File: src/rtl/tmr_pkg.sv
`timescale 1ns/1ps
package tmr_pkg;
  localparam int CNT_W = 8;
  localparam int PRE_W = 7;
  localparam int SYNC_STAGES = 2;

  typedef enum logic [2:0] {
    M_STOP = 3'd0,
    M_D4   = 3'd1,
    M_D10  = 3'd2,
    M_D16  = 3'd3,
    M_D50  = 3'd4,
    M_D64  = 3'd5,
    M_D100 = 3'd6,
    M_EVT  = 3'd7
  } tmr_mode_e;

  // Last prescaler state before a tick (period minus one).
  function automatic int unsigned presc_limit(input tmr_mode_e m);
    case (m)
      M_D4:    return 3;
      M_D10:   return 9;
      M_D16:   return 15;
      M_D50:   return 49;
      M_D64:   return 63;
      M_D100:  return 99;
      default: return 0;
    endcase
  endfunction

  function automatic logic is_delay(input tmr_mode_e m);
    return (m != M_STOP) && (m != M_EVT);
  endfunction
endpackage

File: src/rtl/tmr_prescaler.sv
`timescale 1ns/1ps
module tmr_prescaler #(
  parameter int PRE_W = tmr_pkg::PRE_W
) (
  input  logic                clk,
  input  logic                rst_n,
  input  logic                en_i,
  input  tmr_pkg::tmr_mode_e  mode_i,
  output logic                tick_o
);
  logic [PRE_W-1:0] pre_q;
  logic [PRE_W-1:0] limit;

  assign limit  = PRE_W'(tmr_pkg::presc_limit(mode_i));
  assign tick_o = en_i && (pre_q >= limit);

  always_ff @(posedge clk or negedge rst_n) begin
    if (!rst_n)                pre_q <= '0;
    else if (!en_i || tick_o)  pre_q <= '0;
    else                       pre_q <= pre_q + 1'b1;
  end

  // prescaler restarts while disabled
  a_r4_presc_clear: assert property (@(posedge clk) disable iff (!rst_n)
    !en_i |=> (pre_q == '0));
endmodule

File: src/rtl/tmr_edge_det.sv
`timescale 1ns/1ps
module tmr_edge_det #(
  parameter int SYNC_STAGES = tmr_pkg::SYNC_STAGES
) (
  input  logic clk,
  input  logic rst_n,
  input  logic aux_i,
  input  logic pol_i,
  output logic pulse_o
);
  logic [SYNC_STAGES-1:0] sync_q;
  logic                   lvl;
  logic                   lvl_q;

  // Polarity folded into the level: a rise of lvl is the selected edge.
  assign lvl     = sync_q[SYNC_STAGES-1] ^ ~pol_i;
  assign pulse_o = lvl & ~lvl_q;

  always_ff @(posedge clk or negedge rst_n) begin
    if (!rst_n) begin
      sync_q <= '0;
      lvl_q  <= 1'b0;
    end else begin
      sync_q <= {sync_q[SYNC_STAGES-2:0], aux_i};
      lvl_q  <= lvl;
    end
  end

  // a detected edge lasts one cycle
  a_r5_pulse_single: assert property (@(posedge clk) disable iff (!rst_n)
    pulse_o |=> !pulse_o);
endmodule

File: src/rtl/tmr_core.sv
`timescale 1ns/1ps
module tmr_core #(
  parameter int W = tmr_pkg::CNT_W
) (
  input  logic         clk,
  input  logic         rst_n,
  input  logic         run_i,
  input  logic         tick_i,
  input  logic         wr_i,
  input  logic [W-1:0] wdata_i,
  input  logic         clr_out_i,
  output logic [W-1:0] cnt_o,
  output logic         timeout_o,
  output logic         out_o
);
  localparam logic [W-1:0] ONE = W'(1);

  logic [W-1:0] cnt_q;
  logic [W-1:0] dreg_q;
  logic         timeout_q;
  logic         out_q;
  logic         pass01;
  logic [W-1:0] reload_val;

  assign pass01     = run_i && tick_i && (cnt_q == ONE);
  assign reload_val = wr_i ? wdata_i : dreg_q;

  always_ff @(posedge clk or negedge rst_n) begin
    if (!rst_n) begin
      cnt_q     <= '0;
      dreg_q    <= '0;
      timeout_q <= 1'b0;
      out_q     <= 1'b0;
    end else begin
      if (wr_i) dreg_q <= wdata_i;
      if (!run_i) begin
        if (wr_i) cnt_q <= wdata_i;
      end else if (tick_i) begin
        cnt_q <= pass01 ? reload_val : cnt_q - 1'b1;
      end
      timeout_q <= pass01;
      if (clr_out_i)   out_q <= 1'b0;
      else if (pass01) out_q <= ~out_q;
    end
  end

  assign cnt_o     = cnt_q;
  assign timeout_o = timeout_q;
  assign out_o     = out_q;

  // stopped write loads counter and reload register together
  a_r2_stop_load: assert property (@(posedge clk) disable iff (!rst_n)
    (!run_i && wr_i) |=> (cnt_q == $past(wdata_i)) && (dreg_q == $past(wdata_i)));
  // running counter moves only on ticks
  a_r3_no_tick_hold: assert property (@(posedge clk) disable iff (!rst_n)
    (run_i && !tick_i) |=> $stable(cnt_q));
  // timeout follows each pass from 01 and lasts one cycle
  a_r7_timeout_follows: assert property (@(posedge clk) disable iff (!rst_n)
    pass01 |=> timeout_q);
  a_r7_timeout_single: assert property (@(posedge clk) disable iff (!rst_n)
    timeout_q |=> !timeout_q);
  a_r7_out_toggle: assert property (@(posedge clk) disable iff (!rst_n)
    (pass01 && !clr_out_i) |=> (out_q != $past(out_q)));
  // clear wins
  a_r10_clear_out: assert property (@(posedge clk) disable iff (!rst_n)
    clr_out_i |=> !out_q);
  // stopped counter holds without a write
  a_r11_stop_hold: assert property (@(posedge clk) disable iff (!rst_n)
    (!run_i && !wr_i) |=> ($stable(cnt_q) && !timeout_q));
endmodule

File: src/rtl/evt_dly_timer.sv
`timescale 1ns/1ps
module evt_dly_timer #(
  parameter int W           = tmr_pkg::CNT_W,
  parameter int PRE_W       = tmr_pkg::PRE_W,
  parameter int SYNC_STAGES = tmr_pkg::SYNC_STAGES
) (
  input  logic         clk,
  input  logic         rst_n,
  input  logic         wr_data,
  input  logic         wr_ctrl,
  input  logic [W-1:0] wdata,
  input  logic         rd_strobe,
  output logic [W-1:0] rdata,
  input  logic         aux_in,
  output logic         timeout,
  output logic         out_line
);
  import tmr_pkg::*;

  localparam int POL_BIT = 3;
  localparam int CLR_BIT = 4;

  tmr_mode_e    mode_q;
  logic         pol_q;
  logic         strobe_q;
  logic [W-1:0] rd_q;
  logic [W-1:0] cnt;
  logic         running;
  logic         pre_tick;
  logic         evt_pulse;
  logic         tick;
  logic         clr_out;
  logic         strobe_rise;

  assign running     = (mode_q != M_STOP);
  assign tick        = (mode_q == M_EVT) ? evt_pulse : pre_tick;
  assign clr_out     = wr_ctrl && wdata[CLR_BIT];
  assign strobe_rise = rd_strobe && !strobe_q;

  always_ff @(posedge clk or negedge rst_n) begin
    if (!rst_n) begin
      mode_q   <= M_STOP;
      pol_q    <= 1'b0;
      strobe_q <= 1'b0;
      rd_q     <= '0;
    end else begin
      if (wr_ctrl) begin
        mode_q <= tmr_mode_e'(wdata[2:0]);
        pol_q  <= wdata[POL_BIT];
      end
      strobe_q <= rd_strobe;
      if (strobe_rise) rd_q <= cnt;
    end
  end

  tmr_prescaler #(.PRE_W(PRE_W)) u_presc (
    .clk    (clk),
    .rst_n  (rst_n),
    .en_i   (is_delay(mode_q)),
    .mode_i (mode_q),
    .tick_o (pre_tick)
  );

  tmr_edge_det #(.SYNC_STAGES(SYNC_STAGES)) u_edge (
    .clk     (clk),
    .rst_n   (rst_n),
    .aux_i   (aux_in),
    .pol_i   (pol_q),
    .pulse_o (evt_pulse)
  );

  tmr_core #(.W(W)) u_core (
    .clk       (clk),
    .rst_n     (rst_n),
    .run_i     (running),
    .tick_i    (tick),
    .wr_i      (wr_data),
    .wdata_i   (wdata),
    .clr_out_i (clr_out),
    .cnt_o     (cnt),
    .timeout_o (timeout),
    .out_o     (out_line)
  );

  assign rdata = rd_q;

  // read register changes only on a strobe rising edge
  a_r9_read_hold: assert property (@(posedge clk) disable iff (!rst_n)
    !strobe_rise |=> $stable(rd_q));
  // no tick source acts while stopped
  a_r11_no_run_tick: assert property (@(posedge clk) disable iff (!rst_n)
    !running |-> !pre_tick);
endmodule

File: config.mk
export PLATFORM = sky130hd
export DESIGN_NAME = evt_dly_timer
export DESIGN_NICKNAME = d
export VERILOG_FILES = /design/src/rtl/tmr_pkg.sv /design/src/rtl/tmr_prescaler.sv /design/src/rtl/tmr_edge_det.sv /design/src/rtl/tmr_core.sv /design/src/rtl/evt_dly_timer.sv
export SDC_FILE = /design/constraint.sdc
export NUM_CORES = 1
export LEC_CHECK = 0
export CAP_MARGIN = 30
export CORE_ASPECT_RATIO = 0.5
export CORE_UTILIZATION = 50
export CTS_BUF_LIST = sky130_fd_sc_hd__clkbuf_4
export CTS_CLUSTER_SIZE = 16
export DETAILED_ROUTE_END_ITERATION = 10
export GPL_TIMING_DRIVEN = 0
export PLACE_DENSITY = 0.77
export RECOVER_POWER = 100
export SLEW_MARGIN = 20
export SYNTH_ARGS = -nofsm -noshare
export SYNTH_HDL_FRONTEND = slang
export SYNTH_SLANG_ARGS = --single-unit
File: constraint.sdc
create_clock -name clk -period 4.7 [get_ports clk]
set_input_delay 0.705 -clock clk [delete_from_list [all_inputs] [get_ports clk]]
set_output_delay 0.705 -clock clk [all_outputs]
set_load 0.1 [all_outputs]
======== Word-level counts from Yosys, hierarchy flattened ========
Index checks and enable logic that the tools add are counted.
word-level totals
  register bits ........................... 41
  bits of input ports ..................... 14
  word-level logic and storage cells ...... 52
  output and inout port bits .............. 10
cells by class
  bitwise logic cells ..................... 5
  multiplexer cells ....................... 10
  add/subtract/negate cells ............... 2
  reduce and logical (&&, ||, !) cells .... 13
  equal/unequal tests ..................... 10
  magnitude comparators ................... 1
operators by type and width
  operator                                          number
  case mux 7 bit (6 select lines)                   1
  2-to-1 mux 8 bit                                  5
  == test 3 bit, second input constant              4
  == test 8 x 1 -> 1 bit, second input constant     1
  subtractor 8 x 1 -> 8 bit, second input constant  1
  adder 7 x 1 -> 7 bit, second input constant       1
  >= comparator 7 bit                               1
  2-to-1 mux 7 bit                                  1
  == test 3 x 2 -> 1 bit, second input constant     2
  logical AND 1 bit                                 6
  nonzero test 2 bit                                2
  == test 3 x 1 -> 1 bit, second input constant     1
  2-to-1 mux 1 bit                                  3
  inequality test 3 bit, second input constant      1
  inverter 1 bit                                    3
  nonzero test 3 bit                                1
  zero test 1 bit                                   2
  inequality test 2 bit, second input constant      1
  AND reduction 2 bit                               1
  bitwise AND 1 bit                                 1
  logical OR 1 bit                                  1
  XOR 1 bit                                         1

======== Logic depth before layout (Yosys ltp) ========
Gate-level depths: netlist (run 1).
  word-level depth ........................ 10
  mapped depth ............................ 11
  gate-level depth less buffers ........... 9

======== Modules after synthesis ========
Synthesis (run 1) repeated with hierarchy kept, for this count alone.
unflattened totals
  cell total of the unflattened synthesis .. 199
  area, all modules ....................... 2192.1 um^2
by module, submodules not included
  module         cells an instance  area each (um^2)  seq. area each (um^2)  times used
  tmr_core       102                1008.5            450.4                  1
  evt_dly_timer  33                 555.5             325.3                  1
  tmr_prescaler  59                 535.5             175.2                  1
  tmr_edge_det   5                  92.6              75.1                   1

======== Worst setup path after synthesis (run 1) ========
OpenSTA, ideal clock, no wires.
  path kind ............................... register to register
  start ................................... reg mode_q[0]
  end ..................................... reg u_core.cnt_q[0], in the netlist u_core.cnt_o[0]
  stages on the path, launching flop included .. 12
  library setup time ...................... 123 ps
  required time ........................... 4577 ps
  slack ................................... 1785 ps
  buffers on the path ..................... 2
  clock period less this slack ............ 2915 ps
  arrival time ............................ 2793 ps
  path through ............................ dfrtp_1 -> clkbuf_1 -> or3_1 -> and2_1 -> ha_1 -> nand2b_1 -> a211o_1 -> a211oi_2 -> a21oi_4 -> nand2b_1 -> buf_2 -> o221a_2
between the ends
  longest elaborated chain between the ends .. 10
  elaborated cells between the ends (all ways) .. 22
  classes of those cells .................. 1 x order compare; 9 x eq/ne; 5 x mux; 7 x reduce/logical
RTL lines
  what                                   line                 RTL
  start, declared                        evt_dly_timer.sv:23  tmr_mode_e mode_q;
  start signal, assigned                 evt_dly_timer.sv:48  mode_q <= tmr_mode_e'(wdata[2:0]);
  == test 3 bit (tied with other cells)  tmr_pkg.sv:20        case (m)
  case mux 7 bit (6 select lines)        tmr_pkg.sv:20
  >= comparator 7 bit                    tmr_prescaler.sv:15  assign tick_o = en_i && (pre_q >= limit);
  logical AND 1 bit                      tmr_prescaler.sv:15
  2-to-1 mux 1 bit                       evt_dly_timer.sv:36  assign tick = (mode_q == M_EVT) ? evt_pulse : pre_tick;
  logical AND 1 bit (2 in series)        tmr_core.sv:25       assign pass01 = run_i && tick_i && (cnt_q == ONE);
  2-to-1 mux 8 bit                       tmr_core.sv:39       cnt_q <= pass01 ? reload_val : cnt_q - 1'b1;
  2-to-1 mux 8 bit                       tmr_core.sv:38       end else if (tick_i) begin
  2-to-1 mux 8 bit                       tmr_core.sv:36       if (!run_i) begin
  end signal, assigned                   tmr_core.sv:37       if (wr_i) cnt_q <= wdata_i;
  end signal, assigned                   tmr_core.sv:39
  end, declared                          tmr_core.sv:18       logic [W-1:0] cnt_q;
Several ways; a longest one is shown, not always the timed one. The select of a mux whose other input is x is not followed.
A chain may end at the register's enable or synchronous reset.

======== Final worst setup path (run 1) ========
  start ................................... reg mode_q[0]
  end ..................................... reg u_core.cnt_q[3], in the netlist u_core.cnt_o[3]
Same word-level chain as after synthesis.

==> results of run 1 <==
## sequential cells by signal, indices dropped and copies added (netlist names)
name / cells
u_core.timeout_o: 1
pol_q: 1
strobe_q: 1
u_edge.lvl_q: 1
u_edge.sync_q: 2
u_core.cnt_o: 8
mode_q: 3
u_core.out_o: 1
rdata: 8
u_presc.pre_q: 7
u_core.dreg_q: 8
## report_power, final
part / total, mW / switching (mW) / internal (mW)
clock: 0.178 / 0.118 / 0.0603
sequential: 0.533 / 0.0907 / 0.442
combinational: 0.604 / 0.396 / 0.208
total: 1.32 / 0.605 / 0.710
## routing by layer
metal  routed length (um)  track usage (%)  share of wire, %
met5                    0                0                 0
met4                   60             10.2               1.5
met3                   94             4.29               2.3
met2                 1950             36.9                48
met1                 1980             25.6                48
## worst register-to-register path, stage by stage (launching register included)
cell	delay, ns
dfrtp_1	0.38
clkbuf_1	0.18
or3_1	0.38
and2_0	0.19
ha_1	0.28
nand2b_1	0.14
a211o_1	0.28
a211oi_1	0.55
a21oi_1	0.38
nand2b_1	0.24
clkbuf_1	0.21
o221a_2	0.30
## cell usage in the layout (no fill, tap or decap), types with 5 or more instances in the layout
cell and count:
ha_1 10, clkbuf_4 6, xor2_1 6, nand2_1 18, clkbuf_1 6, clkdlybuf4s50_1 8
dlygate4sd3_1 14, mux2i_1 5, nor2_1 16, mux2_1 5, xnor2_1 7, mux2_2 13
o221a_2 7, o21ai_0 6, dfrtp_1 41, inv_1 6
## layout make-up
class | instances | area share (%)
sequential | 41 | 42.6
multi-input combinational | 130 | 41.1
timing repair buffer | 24 | 9.46
tap | 54 | 2.81
clock buffer | 6 | 1.87
buffer | 5 | 1.09
inverter | 6 | 0.936
clock inverter | 1 | 0.156
## cells in the mapped netlist
cell type	count
inv_1	6
or4b_4	1
and3_1	2
xnor2_1	7
nor3b_1	1
a31oi_1	2
a211oi_1	1
and2_1	1
a21oi_1	2
ha_1	10
a211o_1	1
a21oi_2	1
dfrtp_1	41
o21ai_1	1
nand2b_1	4
or3_2	1
o21ai_0	6
o31ai_1	1
mux2_2	18
a21oi_4	1
xor2_1	6
nor2b_1	2
or4_2	1
buf_6	2
nand2_1	18
o221a_2	7
nor4_1	1
nor3_1	2
or2_2	1
clkbuf_1	2
a21o_1	1
or3_1	1
nor4b_4	1
mux2i_1	5
nand3_1	4
nor2_1	16
nand4_1	1
or4_4	1
buf_2	1
a211oi_2	1
## worst paths after layout
check,start,to,slack (ns),depth (start not counted)
max reg2reg,mode_q[0]$_DFFE_PN0P_,u_core.cnt_o[3]$_DFFE_PN0P_,1.09,11
min in group clk,u_edge.sync_q[0]$_DFF_PN0_,u_edge.sync_q[1]$_DFF_PN0_,0.38,0
max,mode_q[0]$_DFFE_PN0P_,u_core.cnt_o[3]$_DFFE_PN0P_,1.09,11
min reg2reg,u_edge.sync_q[0]$_DFF_PN0_,u_edge.sync_q[1]$_DFF_PN0_,0.38,0
min,rst_n,u_presc.pre_q[6]$_DFF_PN0_,0.28,1
max in group asynchronous,rst_n,u_core.dreg_q[5]$_DFF_PN0_,2.43,2
## cell families (layout without fill, tap and decap cells)
kind of cell	after synthesis	in the layout	synth area share (%)
simple gates	59	59	14.9
flops	41	41	49.0
compound gates	25	25	9.81
mux	23	23	12.1
xor+xnor	13	13	5.44
buf+inv	11	42	2.75
fa+ha+maj	10	10	5.98
==> out/metrics.csv, run 1 <==
metric;value;unit
port bufs;23;
fin area;2410;um2
first-pass GRT wire length;6.74;mm
status;finished with violations;
worst-skew pair later-pin latency;0.36;ns
Worst Hold Margin;0.279;ns
DRC;0;
gr usage total;20.8;%
Post-DRT Antenna Nets;0;
setup TNS;0;ns
register area;1030;um2
Area growth syn-to-layout;15.1;%
via count;1432;
Placed Area;2400;um2
failing checks;capacitance limit, slew limit;
post-synth top area cell;dfrtp_1;
cells after synthesis;182;
clock-pin slew on the worst setup and hold paths;0.12;ns
fin crit share;76.9;%
PD cells;546;nW/um2
pre-CTS setup slack;1.44;ns
Ys Warns;0;
total wire length;4.08;mm
I/O pins;24;
area occupied by multi-input gates;988;um2
CP Cell Sequence;clkbuf_1 > or3_1 > and2_0 > ha_1 > nand2b_1 > a211o_1 > a211oi_1 > a21oi_1 > nand2b_1 > clkbuf_1 > o221a_2;
CTS Sinks;41;
Lkg Pwr;1.05;nW
Max Slew Vio Count;33;
crit path launch type;register;
CTS tree;done;
Crit-path slowest cell;a211oi_1;
largest cells by area after synthesis;dfrtp_1, mux2_2, ha_1, o221a_2, nand2_1;
total power;1.32;mW
DIE WIDTH;93.5;um
Worst Path Buf+Inv;2;
total grt overflow;0;
share of layout cells above drive strength 1;15.5;%
Root Driver;clkbuf_4;
vias in the first global route;1421;
Crit path max-delay family;compound AO/OA/AOI/OAI gates;
synth unique cells;40;
initial drt markers;33;
drt first pass iters;4;
mapped cell area;2090;um2
Final min period;3.61;ns
Fin. Hold Viols;0;
RSZ-0062 raised after global routing;no;
share of the yosys chip area belonging to registers;49.0;%
Synth Net Count;206;
crit path DAT;3.86;ns
gpl congestion;0.821;
die height;47.7;um
Peak VDD IR;0.468;mV
initial antenna violation count;0;
Fmax;277;MHz
Layout Skew;0.00963;ns
row count;16;
CP Max Fanout;9;
core area;3960;um2
max incr delay on CP;0.55;ns
die footprint;4460;um2
Max-Cap Viols;1;
DP HPWL;3.01;mm
# fillers;336;
Ant. Diodes;0;
Slew @ Worst Pin;1.73;ns
crit end category;register;
clk buf depth;2;
placed instance count;260;
setup repair bufs after CTS;0;
via-per-instance ratio;5.36;
share of Yosys cell area claimed by the top area cell type;49.0;%
CTS H-tree lvls;2;
setup violators final;0;
drt wl/cell;15.3;um
final std cells w/o fill;267;
CTS hold repair buffers;0;
Core Util, Final;60.7;%
CTS buffer count;5;
synthesized area per cell;11.5;um2
CP required;4.95;ns
min-delay worst type;primary input to async pin;
worst relative slew slack;-15.3;%
# resized after CTS;0;
Setup CP Type;register to register;
flops & latches, synth;41;
initial core utilization;52.8;%
Nets;237;
Final Worst Setup Slack;1.09;ns
pin count of the biggest net entering global routing;33;
(Power assumes the default switching activity.)
==> inputs of run 2 (changes only) <==
==> constraint.sdc (replaced) <==
create_clock -name clk -period 3.5 [get_ports clk]
set_input_delay 0.525 -clock clk [delete_from_list [all_inputs] [get_ports clk]]
set_output_delay 0.525 -clock clk [all_outputs]
set_load 0.1 [all_outputs]
==> run 2 against run 1 <==
Clock power up 35%. The flow still finishes with violations (capacitance limit, slew limit). Clock-buffer cell count stayed put. Combinational power increased by 38%. Global-route usage stayed put. Largest cell class unchanged.
==> out/metrics.csv, run 2 (same netlist as run 1, synthesis figures left out) <==
metric;value;unit
Fin. Hold Viols;0;
CTS H-tree lvls;2;
Nets;237;
core area;3960;um2
die footprint;4460;um2
Ant. Diodes;0;
Max-Cap Viols;1;
drt first pass iters;4;
commonest non-fill, non-tap cells in the layout;dfrtp_1, nand2_1, nor2_1, dlygate4sd3_1, mux2_2;
CP required;3.75;ns
Final min period;3.17;ns
pin count of the biggest net entering global routing;33;
crit end category;register;
initial core utilization;52.8;%
CTS buffer count;5;
CP Max Fanout;9;
setup TNS;0;ns
critical path endpoint;u_core.cnt_o[3]$_DFFE_PN0P_;
total wire length;4.13;mm
CP Cell Sequence;clkbuf_1 > or3_1 > and2_0 > ha_1 > nand2b_1 > a211o_1 > a211oi_4 > a21oi_2 > nand2b_1 > clkbuf_2 > o221a_2;
DP HPWL;3.01;mm
crit path launch type;register;
area occupied by multi-input gates;1000;um2
worst-skew pair later-pin latency;0.36;ns
Worst Path Buf+Inv;2;
Post-DRT Antenna Nets;0;
setup repair bufs after CTS;0;
clk buf depth;2;
Lkg Pwr;1.06;nW
r2r endpoint;u_core.cnt_o[3]$_DFFE_PN0P_;
RSZ-0062 raised after global routing;no;
initial drt markers;37;
Slew @ Worst Pin;1.76;ns
failing checks;capacitance limit, slew limit;
WP depth;11;
gpl congestion;0.821;
DIE WIDTH;93.5;um
# fillers;334;
PD cells;737;nW/um2
share of layout cells above drive strength 1;16.9;%
setup violators final;0;
via-per-instance ratio;5.37;
cell mode on critical path;nand2b_1;
port bufs;23;
max incr delay on CP;0.38;ns
fin crit share;90.7;%
FF-to-FF Start;mode_q[0]$_DFFE_PN0P_;
status;finished with violations;
drt wl/cell;15.5;um
Max Slew Vio Count;33;
Crit path max-delay family;compound AO/OA/AOI/OAI gates;
Area growth syn-to-layout;15.9;%
worst relative slew slack;-17.2;%
critical path startpoint;mode_q[0]$_DFFE_PN0P_;
initial antenna violation count;0;
commonest non-fill, non-tap cell in the layout;dfrtp_1;
Setup CP Type;register to register;
crit path DAT;3.42;ns
Crit-path slowest cell;dfrtp_1;
gr usage total;20.8;%
Peak VDD IR;0.629;mV
first-pass GRT wire length;6.74;mm
total grt overflow;0;
CTS hold repair buffers;0;
total power;1.79;mW
CTS tree;done;
Fmax;315;MHz
Layout Skew;0.0112;ns
r2r setup slk;0.33;ns
CTS Sinks;41;
row count;16;
vias in the first global route;1421;
I/O pins;24;
via count;1434;
min-delay worst type;primary input to async pin;
Root Driver;clkbuf_4;
R2R cell count;11;
clock-pin slew on the worst setup and hold paths;0.12;ns
DRC;0;
register area;1030;um2
die height;47.7;um
-- run 2: cell counts in the layout (fill, tap and decap cells not counted) --
Identical to the previous run, type by type.
-- run 2: layout make-up --
class,count,share of cell area (%)
Clock inverter,1,0.155
Timing Repair Buffer,24,9.39
Inverter,6,0.929
Buffer,5,1.14
Tap cell,54,2.79
Multi-Input combinational cell,130,41.4
Clock buffer,6,1.86
Sequential cell,41,42.3
-- run 2: timing repair --
item,4_1_cts,5_1_grt
setup endpoints to repair,0,1
hold endpoints to repair,0,0
gates resized for setup,0,1
-- run 2: report_power, final --
group,switching [mW],internal [mW]
Combinational,0.544,0.288
Sequential,0.122,0.594
Clock,0.160,0.0809
-- run 2: worst min path at each step --
stage / to / slack [ns] / cells after the start / startpoint
6_report: u_presc.pre_q[6]$_DFF_PN0_ / 0.10 / 1 / rst_n
2_1_floorplan: mode_q[0]$_DFFE_PN0P_ / 0.23 / 0 / rst_n
4_1_cts: u_presc.pre_q[6]$_DFF_PN0_ / 0.02 / 1 / rst_n
3_5_place_dp: u_edge.sync_q[1]$_DFF_PN0_ / 0.36 / 0 / u_edge.sync_q[0]$_DFF_PN0_
3_3_place_gp: u_edge.sync_q[1]$_DFF_PN0_ / 0.34 / 0 / u_edge.sync_q[0]$_DFF_PN0_
5_1_grt: u_presc.pre_q[4]$_DFF_PN0_ / 0.15 / 1 / rst_n
-- run 2: metrics by stage --
stage                     std cells  cell area, um2  worst slack [ns]  util, %  hold WS, ns
after floorplan                 182            2090             0.585        -        0.229
after global placement          259            2390             0.335     60.3        0.335
after detailed placement        260            2400             0.241     60.7        0.357
after CTS                       267            2450             0.208     61.9       0.0200
after global routing            267            2420             0.103     61.2        0.147
final                           267            2420             0.326     61.2        0.100
-- run 2: layer usage --
layer  share of wire [%]  GRT usage (%)
met1                  48           25.6
met2                  48           36.9
met3                 2.3           4.29
met4                 1.5           10.2
met5                   0              0
